### config.mk
export PLATFORM = sky130hd
export DESIGN_NAME = rank_cmd_guard
export DESIGN_NICKNAME = d
export VERILOG_FILES = /design/src/rtl/rcg_pkg.sv /design/src/rtl/rcg_gap_cnt.sv /design/src/rtl/rcg_cfg_sample.sv /design/src/rtl/rcg_faw_window.sv /design/src/rtl/rcg_bank_timers.sv /design/src/rtl/rank_cmd_guard.sv
export SDC_FILE = /design/constraint.sdc
export NUM_CORES = 1
export LEC_CHECK = 0
export BUFFER_PORTS_ARGS = -buffer_cell sky130_fd_sc_hd__buf_2
export CAP_MARGIN = 30
export CORE_ASPECT_RATIO = 1.1
export CORE_UTILIZATION = 50
export CTS_CLUSTER_DIAMETER = 60
export DETAILED_ROUTE_END_ITERATION = 8
export GPL_ROUTABILITY_DRIVEN = 0
export GPL_TIMING_DRIVEN = 1
export PLACE_DENSITY_LB_ADDON = 0.12
export SLEW_MARGIN = 20
export SYNTH_ARGS = -nofsm -noshare
export SYNTH_HDL_FRONTEND = slang
export SYNTH_SLANG_ARGS = --single-unit
export TNS_END_PERCENT = 1
### constraint.sdc
create_clock -name clk_i -period 5.2 [get_ports clk_i]
set_input_delay 1.04 -clock clk_i [delete_from_list [all_inputs] [get_ports clk_i]]
set_output_delay 1.04 -clock clk_i [all_outputs]
set_load 0.02 [all_outputs]
### src/rtl/rcg_pkg.sv
package rcg_pkg;
  typedef enum logic [2:0] {
    CMD_NOP = 3'd0,
    CMD_ACT = 3'd1,
    CMD_RD  = 3'd2,
    CMD_WR  = 3'd3,
    CMD_PRE = 3'd4,
    CMD_REF = 3'd5
  } cmd_e;

  localparam int unsigned MIN_TRRD = 4;
  localparam int unsigned MIN_TWTR = 4;
  localparam int unsigned MIN_TRTP = 4;
  localparam int unsigned FAW_ACTS = 4;
endpackage

### src/rtl/rcg_gap_cnt.sv
module rcg_gap_cnt #(
  parameter int unsigned W = 6
) (
  input  logic         clk_i,
  input  logic         rst_ni,
  input  logic         load_i,
  input  logic [W-1:0] load_val_i,
  output logic         zero_o
);
  logic [W-1:0] cnt_q;

  always_ff @(posedge clk_i or negedge rst_ni) begin
    if (!rst_ni)               cnt_q <= '0;
    else if (load_i)           cnt_q <= load_val_i - W'(1);
    else if (cnt_q != '0)      cnt_q <= cnt_q - W'(1);
  end

  assign zero_o = (cnt_q == '0);

  // running window shrinks by exactly one per clock
  a_r2_gap_step: assert property (@(posedge clk_i) disable iff (!rst_ni)
    (!load_i && cnt_q != '0) |=> cnt_q == $past(cnt_q) - W'(1));
endmodule

### src/rtl/rcg_cfg_sample.sv
module rcg_cfg_sample
  import rcg_pkg::*;
#(
  parameter int unsigned TW       = 6,
  parameter int unsigned FAW_W    = TW + 2,
  parameter int unsigned RFC_W    = 8,
  parameter int unsigned DEF_TWR  = 9,
  parameter int unsigned DEF_TRFC = 44
) (
  input  logic             clk_i,
  input  logic             rst_ni,
  input  logic             sample_i,
  input  logic [TW-1:0]    cfg_trrd_i,
  input  logic [FAW_W-1:0] cfg_tfaw_i,
  input  logic [TW-1:0]    cfg_twtr_i,
  input  logic [TW-1:0]    cfg_trtp_i,
  input  logic [TW-1:0]    cfg_twr_i,
  input  logic [RFC_W-1:0] cfg_trfc_i,
  output logic [TW-1:0]    eff_trrd_o,
  output logic [FAW_W-1:0] eff_tfaw_o,
  output logic [TW-1:0]    eff_twtr_o,
  output logic [TW-1:0]    eff_trtp_o,
  output logic [TW-1:0]    eff_twr_o,
  output logic [RFC_W-1:0] eff_trfc_o
);
  logic [TW-1:0]    trrd_c, twtr_c, trtp_c, twr_c;
  logic [FAW_W-1:0] faw_floor, tfaw_c;
  logic [RFC_W-1:0] trfc_c;

  always_comb begin
    trrd_c    = (cfg_trrd_i < TW'(MIN_TRRD)) ? TW'(MIN_TRRD) : cfg_trrd_i;
    faw_floor = {trrd_c, 2'b00};
    tfaw_c    = (cfg_tfaw_i < faw_floor) ? faw_floor : cfg_tfaw_i;
    twtr_c    = (cfg_twtr_i < TW'(MIN_TWTR)) ? TW'(MIN_TWTR) : cfg_twtr_i;
    trtp_c    = (cfg_trtp_i < TW'(MIN_TRTP)) ? TW'(MIN_TRTP) : cfg_trtp_i;
    twr_c     = (cfg_twr_i == '0) ? TW'(1) : cfg_twr_i;
    trfc_c    = (cfg_trfc_i == '0) ? RFC_W'(1) : cfg_trfc_i;
  end

  always_ff @(posedge clk_i or negedge rst_ni) begin
    if (!rst_ni) begin
      eff_trrd_o <= TW'(MIN_TRRD);
      eff_tfaw_o <= FAW_W'(FAW_ACTS * MIN_TRRD);
      eff_twtr_o <= TW'(MIN_TWTR);
      eff_trtp_o <= TW'(MIN_TRTP);
      eff_twr_o  <= TW'(DEF_TWR);
      eff_trfc_o <= RFC_W'(DEF_TRFC);
    end else if (sample_i) begin
      eff_trrd_o <= trrd_c;
      eff_tfaw_o <= tfaw_c;
      eff_twtr_o <= twtr_c;
      eff_trtp_o <= trtp_c;
      eff_twr_o  <= twr_c;
      eff_trfc_o <= trfc_c;
    end
  end

  // effective timing moves only after an idle sample
  a_r10_cfg_hold: assert property (@(posedge clk_i) disable iff (!rst_ni)
    !sample_i |=> ($stable(eff_trrd_o) && $stable(eff_tfaw_o) && $stable(eff_twtr_o)
                   && $stable(eff_trtp_o) && $stable(eff_twr_o) && $stable(eff_trfc_o)));
endmodule

### src/rtl/rcg_faw_window.sv
module rcg_faw_window
  import rcg_pkg::*;
#(
  parameter int unsigned FAW_W = 8,
  parameter int unsigned CW    = FAW_W + 1
) (
  input  logic             clk_i,
  input  logic             rst_ni,
  input  logic             act_i,
  input  logic [FAW_W-1:0] tfaw_i,
  output logic             block_o,
  output logic             live_any_o
);
  localparam int unsigned PW = $clog2(FAW_ACTS);

  logic [CW-1:0] cyc_q;
  logic [CW-1:0] stamp_q [FAW_ACTS];
  logic [FAW_ACTS-1:0] vld_q, live;
  logic [PW-1:0] wptr_q;

  for (genvar i = 0; i < FAW_ACTS; i++) begin : g_age
    logic [CW-1:0] age;
    assign age     = cyc_q - stamp_q[i];
    assign live[i] = vld_q[i] && (age < CW'(tfaw_i));
  end

  assign block_o    = &live;
  assign live_any_o = |live;

  always_ff @(posedge clk_i or negedge rst_ni) begin
    if (!rst_ni) begin
      cyc_q  <= '0;
      wptr_q <= '0;
      vld_q  <= '0;
      for (int i = 0; i < FAW_ACTS; i++) stamp_q[i] <= '0;
    end else begin
      cyc_q <= cyc_q + CW'(1);
      for (int i = 0; i < FAW_ACTS; i++) begin
        if (act_i && wptr_q == PW'(i)) begin
          stamp_q[i] <= cyc_q;
          vld_q[i]   <= 1'b1;
        end else if (vld_q[i] && !live[i]) begin
          vld_q[i] <= 1'b0;  // expire before the counter can wrap
        end
      end
      if (act_i) wptr_q <= wptr_q + PW'(1);
    end
  end

  // no activate accepted while four are inside the window
  a_r3_no_fifth: assert property (@(posedge clk_i) disable iff (!rst_ni)
    act_i |-> !block_o);
endmodule

### src/rtl/rcg_bank_timers.sv
module rcg_bank_timers #(
  parameter int unsigned NB = 8,
  parameter int unsigned BW = (NB > 1) ? $clog2(NB) : 1,
  parameter int unsigned TW = 6
) (
  input  logic          clk_i,
  input  logic          rst_ni,
  input  logic          rd_i,
  input  logic          wr_i,
  input  logic [BW-1:0] bank_i,
  input  logic [TW-1:0] trtp_i,
  input  logic [TW-1:0] twr_i,
  output logic [NB-1:0] pre_ok_o,
  output logic          busy_o
);
  for (genvar b = 0; b < NB; b++) begin : g_bank
    logic sel, rtp_zero, wr_zero;
    assign sel = (bank_i == BW'(b));

    rcg_gap_cnt #(.W(TW)) u_rtp (
      .clk_i, .rst_ni,
      .load_i(rd_i && sel), .load_val_i(trtp_i), .zero_o(rtp_zero)
    );
    rcg_gap_cnt #(.W(TW)) u_wrr (
      .clk_i, .rst_ni,
      .load_i(wr_i && sel), .load_val_i(twr_i), .zero_o(wr_zero)
    );

    assign pre_ok_o[b] = rtp_zero && wr_zero;
  end

  assign busy_o = ~&pre_ok_o;

  // a read closes the precharge path of its own bank for the next clock
  a_r5_rd_blocks_pre: assert property (@(posedge clk_i) disable iff (!rst_ni)
    (rd_i && trtp_i > TW'(1)) |=> !pre_ok_o[$past(bank_i)]);
endmodule

### src/rtl/rank_cmd_guard.sv
module rank_cmd_guard
  import rcg_pkg::*;
#(
  parameter int unsigned NUM_BANKS = 8,
  parameter int unsigned TW        = 6,
  parameter int unsigned RFC_W     = 8,
  parameter int unsigned DEF_TWR   = 9,
  parameter int unsigned DEF_TRFC  = 44,
  localparam int unsigned BW       = (NUM_BANKS > 1) ? $clog2(NUM_BANKS) : 1,
  localparam int unsigned FAW_W    = TW + 2,
  localparam int unsigned CW       = FAW_W + 1
) (
  input  logic             clk_i,
  input  logic             rst_ni,
  input  logic             req_valid_i,
  input  logic [2:0]       req_cmd_i,
  input  logic [BW-1:0]    req_bank_i,
  input  logic [TW-1:0]    cfg_trrd_i,
  input  logic [FAW_W-1:0] cfg_tfaw_i,
  input  logic [TW-1:0]    cfg_twtr_i,
  input  logic [TW-1:0]    cfg_trtp_i,
  input  logic [TW-1:0]    cfg_twr_i,
  input  logic [RFC_W-1:0] cfg_trfc_i,
  output logic             grant_o,
  output logic             stall_o
);
  cmd_e cmd;
  logic legal, ok, idle;
  logic gnt_act, gnt_rd, gnt_wr, gnt_ref;
  logic rrd_zero, wtr_zero, rfc_zero, faw_block, faw_live, banks_busy;
  logic [NUM_BANKS-1:0] pre_ok;

  logic [TW-1:0]    eff_trrd, eff_twtr, eff_trtp, eff_twr;
  logic [FAW_W-1:0] eff_tfaw;
  logic [RFC_W-1:0] eff_trfc;

  assign cmd = cmd_e'(req_cmd_i);

  always_comb begin
    legal = 1'b1;
    ok    = 1'b0;
    unique case (cmd)
      CMD_ACT: ok = rrd_zero && !faw_block;
      CMD_RD:  ok = wtr_zero;
      CMD_WR:  ok = 1'b1;
      CMD_PRE: ok = pre_ok[req_bank_i];
      CMD_REF: ok = 1'b1;
      default: legal = 1'b0;
    endcase
  end

  assign grant_o = req_valid_i && legal && rfc_zero && ok;
  assign stall_o = req_valid_i && legal && !grant_o;

  assign gnt_act = grant_o && cmd == CMD_ACT;
  assign gnt_rd  = grant_o && cmd == CMD_RD;
  assign gnt_wr  = grant_o && cmd == CMD_WR;
  assign gnt_ref = grant_o && cmd == CMD_REF;

  assign idle = !req_valid_i && rfc_zero && rrd_zero && wtr_zero
                && !banks_busy && !faw_live;

  rcg_cfg_sample #(
    .TW(TW), .FAW_W(FAW_W), .RFC_W(RFC_W), .DEF_TWR(DEF_TWR), .DEF_TRFC(DEF_TRFC)
  ) u_cfg (
    .clk_i, .rst_ni, .sample_i(idle),
    .cfg_trrd_i, .cfg_tfaw_i, .cfg_twtr_i, .cfg_trtp_i, .cfg_twr_i, .cfg_trfc_i,
    .eff_trrd_o(eff_trrd), .eff_tfaw_o(eff_tfaw), .eff_twtr_o(eff_twtr),
    .eff_trtp_o(eff_trtp), .eff_twr_o(eff_twr), .eff_trfc_o(eff_trfc)
  );

  rcg_gap_cnt #(.W(TW)) u_rrd (
    .clk_i, .rst_ni, .load_i(gnt_act), .load_val_i(eff_trrd), .zero_o(rrd_zero)
  );
  rcg_gap_cnt #(.W(TW)) u_wtr (
    .clk_i, .rst_ni, .load_i(gnt_wr), .load_val_i(eff_twtr), .zero_o(wtr_zero)
  );
  rcg_gap_cnt #(.W(RFC_W)) u_rfc (
    .clk_i, .rst_ni, .load_i(gnt_ref), .load_val_i(eff_trfc), .zero_o(rfc_zero)
  );

  rcg_faw_window #(.FAW_W(FAW_W), .CW(CW)) u_faw (
    .clk_i, .rst_ni, .act_i(gnt_act), .tfaw_i(eff_tfaw),
    .block_o(faw_block), .live_any_o(faw_live)
  );

  rcg_bank_timers #(.NB(NUM_BANKS), .BW(BW), .TW(TW)) u_banks (
    .clk_i, .rst_ni, .rd_i(gnt_rd), .wr_i(gnt_wr), .bank_i(req_bank_i),
    .trtp_i(eff_trtp), .twr_i(eff_twr), .pre_ok_o(pre_ok), .busy_o(banks_busy)
  );

  // one answer per request
  a_r9_excl: assert property (@(posedge clk_i) disable iff (!rst_ni)
    !(grant_o && stall_o));

  // refresh quiets the rank on the following clock
  a_r7_ref_quiet: assert property (@(posedge clk_i) disable iff (!rst_ni)
    (gnt_ref && eff_trfc > RFC_W'(1)) |=> !grant_o);

  // back-to-back activates never both granted
  a_r2_act_gap: assert property (@(posedge clk_i) disable iff (!rst_ni)
    gnt_act |=> !gnt_act);

  // write immediately followed by read is refused
  a_r4_wtr: assert property (@(posedge clk_i) disable iff (!rst_ni)
    gnt_wr |=> !gnt_rd);
endmodule

==> results_dict.tcl, run 1 <==
set metrics [dict create \
    io_buffer_count 50 \
    power_density_nw_per_um2 411 \
    first_iter_violations 511 \
    ir_drop_mv 0.215 \
    routed_wl_um 28500 \
    hp-class "primary input to async pin" \
    max_freq_mhz 196 \
    setup_ws_ns 0.107 \
    grt_first_pass_wirelength_um 46600 \
    final_antenna_net_count 0 \
    die_h_um 171 \
    cp_max_fo 8 \
    path_class "flip-flop to primary output" \
    synth_top_family_by_area "simple AND/OR/NAND/NOR gates" \
    finalSetupTns_ns 0 \
    ys_types 63 \
    end_kind "primary output" \
    period_share_pct 97.9 \
    die_area_um2 26500 \
    place_inst 1681 \
    synth_top_area_share_pct 38.3 \
    hold_viol_final 0 \
    nNetsFinal 1523 \
    grt_max_degree 120 \
    synth_mux_area_share_pct 13.0 \
    die_w_um 155 \
    io_pins 51 \
    max-cap-violations 0 \
    status "finished clean" \
    vias 9470 \
    rsz0062_at_grt "true" \
    critPathArrivalTime_ns 4.05 \
    synth_edf_count 0 \
    final_cell_mix "dfrtp_1 (196), inv_1 (99), mux2i_1 (96), nor2_1 (95), ha_1 (88)" \
    mostFrequentLayoutCell "dfrtp_1" \
    start_kind "flip-flop" \
    viasPerCell 5.42 \
    total_leakage_power_nw 6.82 \
    finish.instance_area_um2 14900 \
    whs_ns 0.384 \
    start_util_pct 51.1 \
    ys_seq_area_share_pct 40.1 \
    cts_sinks 207 \
    slew_headroom_pct 37.8 \
    setup_viol 0 \
    rows 61 \
    wl_per_cell_um 16.3 \
    drive_gt1_share_pct 19.2 \
    required_ns 4.16 \
    reg2reg_depth 23 \
    synthTopCellsByArea "dfrtp_1 (38%), ha_1 (8.8%), mux2i_1 (7.4%)" \
    synthArstFlopShare_pct 100 \
    dr.pass1.iters 5 \
    slew_violations 0 \
    cts_tree "done" \
    drc 0 \
    synth.cell_area_um2 12900 \
    track_usage_pct 22.0 \
    period_needed_ns 5.09 \
    ys.warnings.count 0 \
    fin_skew_ns 0.0235 \
    core_um2 25300 \
    cts_buffers 26 \
    tightest_slew_ns 0.930 \
    post-place-ws_ns 0.500 \
    clkLatencyLatePin_ns 0.54 \
    synth_seq_cells 207 \
    finish.utilization_pct 58.9 \
    synth-xor-area-share_pct 6.77 \
    clkTransAtPathRegs_ns 0.06 \
    dp_hpwl_um 20500 \
    ys.flop_type "dfrtp_1" \
    h-tree-depth 1 \
    synth_cells 1292 \
    grt-ovfl-total 0 \
    cts_root_buf "clkbuf_16" \
    avgSynthCellArea_um2 10.0 \
    antenna_found_initial 1 \
    synthToLayoutAreaGrowth_pct 15.4 \
    clockBufferDepth 3 \
    grt_pass1_vias 9159 \
    place_area_um2 13700 \
    synthSimpleGateAreaFrac_pct 16.2 \
    synthAdderAreaFrac_pct 9.42 \
    fill_cells 2170 \
    cts_hold_buf 0 \
    synth-compound-area-share_pct 10.6 \
    synth_nets 1436 \
    fin_total_pwr_mw 6.13 \
    stdcell_count 1746 \
    synth_largest_area_cell "dfrtp_1" \
]
[critical path: stages (launching register included)]
cell,delay (ns)
dfrtp_2,0.48
ha_1,0.29
nor2b_1,0.13
o21ai_1,0.17
a21boi_0,0.13
o21ai_0,0.17
nand2b_1,0.10
xor2_1,0.15
ha_1,0.22
a211oi_2,0.20
nor2_1,0.07
o31ai_2,0.27
o211a_1,0.26
a41oi_4,0.18
nor4_4,0.34
nor3_2,0.10
nor2_2,0.12
buf_6,0.13
[routing by layer]
layer  wire length, um  vias up  GRT usage [%]
li1                  -     4730              -
met1             12800     4571           28.6
met2             14000      119           38.1
met3               925       50           2.76
met4               703        0           6.95
met5                 0        -              0
[final cells by class]
cell class / count / area (um2) / share of cell area [%]
clock buffers: 37 / 752 / 5.04
inverters: 100 / 379 / 2.54
repair buffers: 88 / 603 / 4.04
clock inverters: 11 / 130 / 0.872
diodes: 1 / 2.50 / 0.0168
well taps: 346 / 433 / 2.90
multi-input cells: 956 / 7440 / 49.8
flip-flops and latches: 207 / 5190 / 34.8
[state kept, by name, indices dropped and copies added, names as in the netlist]
signal / flops
u_cfg.eff_twr_o: 6
u_cfg.eff_trrd_o: 6
u_cfg.eff_tfaw_o: 8
u_faw.cyc_q: 9
u_rrd.cnt_q: 6
u_cfg.eff_trtp_o: 6
u_cfg.eff_trfc_o: 8
u_faw.stamp_q: 36
u_rfc.cnt_q: 8
u_faw.vld_q: 4
u_banks.g_bank.u_rtp.cnt_q: 48
u_cfg.eff_twtr_o: 6
u_faw.wptr_q: 2
u_wtr.cnt_q: 6
u_banks.g_bank.u_wrr.cnt_q: 48
[final timing paths]
path / slack [ns] / endpoint / from
worst max-delay path: 0.11 / stall_o / u_faw.cyc_q[1]
worst min-delay path: 0.38 / u_banks.g_bank[5].u_rtp.cnt_q[5] / rst_ni
worst max register to register: 0.56 / u_rrd.cnt_q[4] / u_faw.cyc_q[1]
worst min register to register: 0.50 / u_cfg.eff_trfc_o[7] / u_cfg.eff_trfc_o[7]
max in group asynchronous: 4.01 / u_cfg.eff_twr_o[3] / rst_ni
min in group clk_i: 0.50 / u_cfg.eff_trfc_o[7] / u_cfg.eff_trfc_o[7]
[repair_timing]
action / 4_1_cts / 5_1_grt
endpoints found under the setup margin: 2 / 2
buffers inserted: 2 / 11
resized for setup: 2 / 47
pin swaps: 0 / 39
[where the power goes]
| part | internal, mW | switching (mW) | leakage, nW |
|---|---|---|---|
| Combinational | 0.918 | 0.905 | 3.86 |
| Sequential | 2.09 | 0.394 | 2.53 |
| Clock | 1.11 | 0.712 | 0.433 |
[cell families after synthesis]
| group | count (synthesis) |
|---|---|
| adders and majority gates | 95 |
| buffers and inverters | 129 |
| xor gates and xnor gates | 100 |
| DFF | 207 |
| muxes | 159 |
| and+or+nand+nor | 387 |
| AOI/OAI and AO/OA | 215 |
[cell usage after synthesis, drive strengths merged, types with 20 or more instances]
cell type / count
dfrtp: 198
inv: 100
mux2i: 96
nor2: 96
ha: 91
nand2: 83
a21oi: 68
xnor2: 65
mux2: 62
o21ai: 53
nor3: 45
xor2: 35
nand2b: 24
nor2b: 23
or3: 23
nand3: 22
clkbuf: 21
a21o: 20
nor4: 20
(Power assumes the default switching activity.)
==> inputs of run 2 (changes only) <==
Settings changed: PLACE_DENSITY set to 0.64, PLACE_DENSITY_LB_ADDON 0.12 to not set.
Clock period 5.2 ns to 5.6 ns, I/O delays scaled along.
==> run 2 against run 1 <==
Core utilization fell by 1.3 points. Die area unchanged. Routed wire length down 2.9%. Hold slack improved by 0.11 ns. Clock-buffer cell count rose by 4. Sequential share of layout area rose by 0.78 points. Largest cell class unchanged. Highest routed layer unchanged.
==> results_dict.tcl, run 2 (synthesis gave the netlist of run 1 again) <==
set metrics [dict create \
    final_antenna_net_count 0 \
    max_stage_delay_ns 0.44 \
    cts_root_buf "clkbuf_16" \
    cp_max_fo 6 \
    period_needed_ns 5.32 \
    finalSetupTns_ns 0 \
    nNetsFinal 1509 \
    first_iter_violations 469 \
    io_pins 51 \
    met3_usage_pct 2.51 \
    period_share_pct 95.0 \
    clkLatencyLatePin_ns 0.52 \
    start_util_pct 51.1 \
    grt_max_degree 85 \
    grt_util_met1_pct 28.8 \
    top_usage_layer "met2" \
    mostFrequentLayoutCell "dfrtp_1" \
    max_freq_mhz 188 \
    io_buffer_count 50 \
    power_density_nw_per_um2 388 \
    rows 61 \
    total_leakage_power_nw 6.69 \
    antenna_found_initial 0 \
    max-cap-violations 0 \
    die_h_um 171 \
    h-tree-depth 1 \
    cts_buffers 26 \
    grt-ovfl-total 0 \
    track_usage_pct 21.9 \
    cts_hold_buf 0 \
    stdcell_count 1730 \
    critPathArrivalTime_ns 4.20 \
    drc 0 \
    clockBufferDepth 3 \
    start_kind "flip-flop" \
    setup_viol 0 \
    required_ns 4.48 \
    slew_violations 0 \
    synthToLayoutAreaGrowth_pct 12.9 \
    end_kind "primary output" \
    num_antenna_cells 0 \
    gr-usage-met2_pct 38.1 \
    routed_wl_um 27700 \
    clkTransAtPathRegs_ns 0.05 \
    finish.utilization_pct 57.6 \
    cts_tree "done" \
    die_area_um2 26500 \
    path_class "flip-flop to primary output" \
    crit_chain "clkinvlp_4 -> buf_4 -> fa_1 -> nand2b_1 -> nand2_1 -> a21oi_1 -> xnor2_1 -> ha_1 -> a211oi_1 -> nor2_1 -> o31ai_1 -> o211a_1 -> a41oi_4 -> nor4_4 -> nor3_1 -> nor2_1 -> buf_2" \
    grt_pass1_vias 9390 \
    rsz0062_at_grt "false" \
    grt_first_pass_wirelength_um 46700 \
    crit_top_cell "nor2_1" \
    drive_gt1_share_pct 16.0 \
    setup_ws_ns 0.282 \
    vias 9401 \
    tightest_slew_ns 0.966 \
    dp_hpwl_um 20300 \
    fin_skew_ns 0.0113 \
    cts_sinks 207 \
    core_um2 25300 \
    hold_viol_final 0 \
    wl_per_cell_um 16.0 \
    largest_registers "u_banks.g_bank.u_rtp.cnt_q (48), u_banks.g_bank.u_wrr.cnt_q (48), u_faw.stamp_q (36)" \
    crit_path_top_delay_cell "dfrtp_2" \
    status "finished clean" \
    final_cell_mix "dfrtp_1 (195), inv_1 (99), nor2_1 (96), mux2i_1 (96), ha_1 (91)" \
    slew_headroom_pct 35.4 \
    viasPerCell 5.43 \
    hp-class "flip-flop to flip-flop" \
    die_w_um 155 \
    place_inst 1676 \
    fin_total_pwr_mw 5.67 \
    post-place-ws_ns 0.634 \
    ir_drop_mv 0.220 \
    dr.pass1.iters 5 \
]
==> run 2: cell types whose count changed in the layout (fill, tap and decap cells not counted), sizes merged <==
cell / previous run / this run
buf: 87 / 72
clkbuf: 38 / 43
clkinv: 7 / 2
diode: 1 / 0
==> run 2: cell type report <==
type,instances,area (um2)
well taps,346,433
clock buffers,41,778
flip-flops and latches,207,5190
inverters,100,379
multi-input cells,956,7270
fillers,2287,10700
repair buffers,74,459
clock inverters,6,86.3
==> run 2: power breakdown <==
part           internal (mW)  leakage, nW  switching (mW)
Combinational          0.851         3.74           0.845
Sequential              1.94         2.53           0.365
Clock                   1.04        0.420           0.625
Total                   3.83         6.69            1.84
==> run 2: layer usage <==
| metal | routed length, um | vias up |
|---|---|---|
| li1 | - | 4707 |
| met1 | 12900 | 4519 |
| met2 | 13400 | 132 |
| met3 | 876 | 43 |
| met4 | 583 | 0 |
| met5 | 0 | - |
==> run 2: worst paths after layout <==
path	start	endpoint	slack, ns	cells past startpoint
max in group asynchronous	rst_ni	u_cfg.eff_twr_o[0]	4.24	2
max	u_faw.cyc_q[1]	stall_o	0.28	17
min	u_cfg.eff_twtr_o[2]	u_cfg.eff_twtr_o[2]	0.49	2
min reg2reg	u_cfg.eff_twtr_o[2]	u_cfg.eff_twtr_o[2]	0.49	2
max reg2reg	u_faw.cyc_q[1]	u_faw.stamp_q[12]	0.97	16
min in group asynchronous	rst_ni	u_banks.g_bank[5].u_rtp.cnt_q[4]	0.53	1
==> run 2: critical path: cells and delay by family, from the launching register on <==
family	cells	cell delay, ns
compound gates	5	1.07
flops	1	0.44
xor+xnor	1	0.13
fa+ha+maj	2	0.71
simple gates	6	0.86
buf+inv	3	0.45
==> run 2: repair_timing <==
action | in CTS | in global routing
buffers inserted | 0 | 6
endpoints found under the setup margin | 0 | 2
gates resized for setup | 0 | 8
==> run 2: through the flow <==
step | hold slack (ns) | area (um2)
floorplan | 0.458 | 12900
global placement | 0.480 | 13600
detailed placement | 0.487 | 13700
CTS | 0.494 | 14500
global route | 0.511 | 14600
finish | 0.491 | 14600
==> inputs of run 3 (changes only) <==
Settings changed: CELL_PAD_IN_SITES_DETAIL_PLACEMENT set to 1, CELL_PAD_IN_SITES_GLOBAL_PLACEMENT set to 1, GPL_TIMING_DRIVEN 1 to 0, PLACE_DENSITY 0.64 to 0.78.
==> run 3 against run 2 <==
Clock-buffer cell count is 5 lower. Highest routed layer unchanged. Combinational power is 6% higher. Sequential power hardly changed. Critical path depth is 1 higher. Via count is 6.6% higher. Routed wire length is 24% higher. Sequential share of layout area is 1.2 points lower. First-iteration DRC count is 11% lower. Non-clock buffer count is 35 higher.
==> results_dict.tcl, run 3 (synthesis gave the netlist of run 1 again) <==
set metrics [dict create \
    dp_hpwl_um 23900 \
    clkTransAtPathRegs_ns 0.06 \
    die_w_um 155 \
    nNetsFinal 1545 \
    io_buffer_count 48 \
    r2r-start "u_faw.cyc_q[1]" \
    grt_pass1_vias 10700 \
    cp_max_fo 5 \
    routed_wl_um 34400 \
    period_needed_ns 5.53 \
    die_h_um 171 \
    required_ns 4.48 \
    start_kind "flip-flop" \
    io_pins 51 \
    max-cap-violations 0 \
    cts_sinks 207 \
    tightest_slew_ns 1.02 \
    whs_ns 0.483 \
    fin_skew_ns 0.0136 \
    grt_first_pass_wirelength_um 54400 \
    critPathArrivalTime_ns 4.41 \
    final_cell_mix "dfrtp_1 (196), inv_1 (99), mux2i_1 (96), nor2_1 (95), ha_1 (90)" \
    period_share_pct 98.8 \
    start_util_pct 51.1 \
    finalSetupTns_ns 0 \
    grt_max_degree 89 \
    power.net_switching_mw 2.04 \
    grt-ovfl-total 0 \
    netSwitchingFraction_pct 33.9 \
    path_class "flip-flop to primary output" \
    drc 0 \
    setup_viol 0 \
    cts_tree "done" \
    largest_registers "u_banks.g_bank.u_rtp.cnt_q (48), u_banks.g_bank.u_wrr.cnt_q (48), u_faw.stamp_q (36)" \
    dr.pass1.iters 4 \
    cts_buffers 27 \
    drive_gt1_share_pct 19.1 \
    die_area_um2 26500 \
    final_antenna_net_count 0 \
    slew_headroom_pct 31.6 \
    crit_start "u_faw.cyc_q[1]" \
    ir_drop_mv 0.272 \
    mostFrequentLayoutCell "dfrtp_1" \
    h-tree-depth 1 \
    share_seq_of_total_power_pct 38.8 \
    first_iter_violations 417 \
    slew_violations 0 \
    finish.utilization_pct 59.6 \
    intPower_mw 3.99 \
    finish.instance_area_um2 15100 \
    hp-class "primary input to async pin" \
    rows 61 \
    place_area_um2 13700 \
    comb_power_share_pct 30.0 \
    fill_cells 2839 \
    status "finished clean" \
    p_clk_share_pct 31.2 \
    wl_per_cell_um 19.4 \
    track_usage_pct 26.0 \
    power_density_nw_per_um2 399 \
    core_um2 25300 \
    end_kind "primary output" \
    viasPerCell 5.66 \
    max_freq_mhz 181 \
    clockBufferDepth 3 \
    vias 10000 \
    clkLatencyLatePin_ns 0.55 \
    hold_viol_final 0 \
    antenna_found_initial 2 \
    synthToLayoutAreaGrowth_pct 16.7 \
    total_leakage_power_nw 6.88 \
    cts_root_buf "clkbuf_16" \
]
run 3: metrics by stage:
| stage | power, mW | worst slack (ns) | instances |
|---|---|---|---|
| after floorplan | 3.64 | 0.100 | 1292 |
| after CTS | 6.08 | 0.0400 | 1752 |
| after global routing | 6.43 | -0.0916 | 1769 |
| after detailed placement | 4.12 | -0.352 | 1692 |
| after global placement | 3.94 | -0.444 | 1686 |
| final | 6.03 | 0.0697 | 1769 |
run 3: cell type report:
class	instances	area [um2]	area share, %
antenna	2	5.00	0.0331
buffer	29	131	0.870
clock buffer	36	759	5.03
clock inverter	13	223	1.47
inverter	100	379	2.51
multi-input combinational	956	7430	49.2
sequential	207	5190	34.4
tap	346	433	2.87
timing repair buffer	80	552	3.65
run 3: routing by layer:
metal | share of wire (%) | wire length (um) | GRT usage [%]
met3 | 3.0 | 1040 | 2.71
met1 | 40 | 13700 | 29.4
met4 | 2.9 | 988 | 9.16
met5 | 0 | 0 | 0
met2 | 54 | 18600 | 50.2
run 3: worst max-delay path: stages (launching register included):
cell and delay, ns:
dfrtp_2 0.47, clkinvlp_4 0.18, buf_4 0.17, fa_2 0.38, nand2b_4 0.16, nand2_1 0.08
a21oi_1 0.08, xnor2_1 0.13, ha_1 0.34, a211oi_2 0.23, nor2_1 0.08, o31ai_2 0.28
o2111a_2 0.33, a41oi_4 0.18, nor4_4 0.30, buf_6 0.16, nor3_4 0.04, nor2_2 0.12
buf_4 0.15
run 3: final timing paths:
kind | end | cells past startpoint | slack [ns]
worst max-delay path | stall_o | 18 | 0.07
worst min-delay path | u_banks.g_bank[5].u_rtp.cnt_q[5] | 1 | 0.48
worst max register to register | u_rrd.cnt_q[4] | 25 | 0.48
worst min register to register | u_faw.stamp_q[22] | 1 | 0.51
max in group asynchronous | u_cfg.eff_twr_o[0] | 3 | 3.93
min in group clk_i | u_faw.stamp_q[22] | 1 | 0.51
run 3: power by group through the flow:
| stage | clock network, mW | logic [mW] | registers, mW |
|---|---|---|---|
| 2_1_floorplan | 0 | 1.40 | 2.24 |
| 3_3_place_gp | 0 | 1.62 | 2.32 |
| 3_5_place_dp | 0 | 1.77 | 2.34 |
| 4_1_cts | 1.92 | 1.83 | 2.33 |
| 5_1_grt | 1.98 | 2.06 | 2.39 |
| 6_report | 1.88 | 1.81 | 2.34 |
run 3: what timing repair did:
| item | in CTS | in global routing |
|---|---|---|
| buffers inserted | 11 | 13 |
| hold buffers | 0 | 0 |
| resized for setup | 13 | 40 |
| pin swaps | 5 | 40 |
| setup endpoints to repair | 2 | 2 |
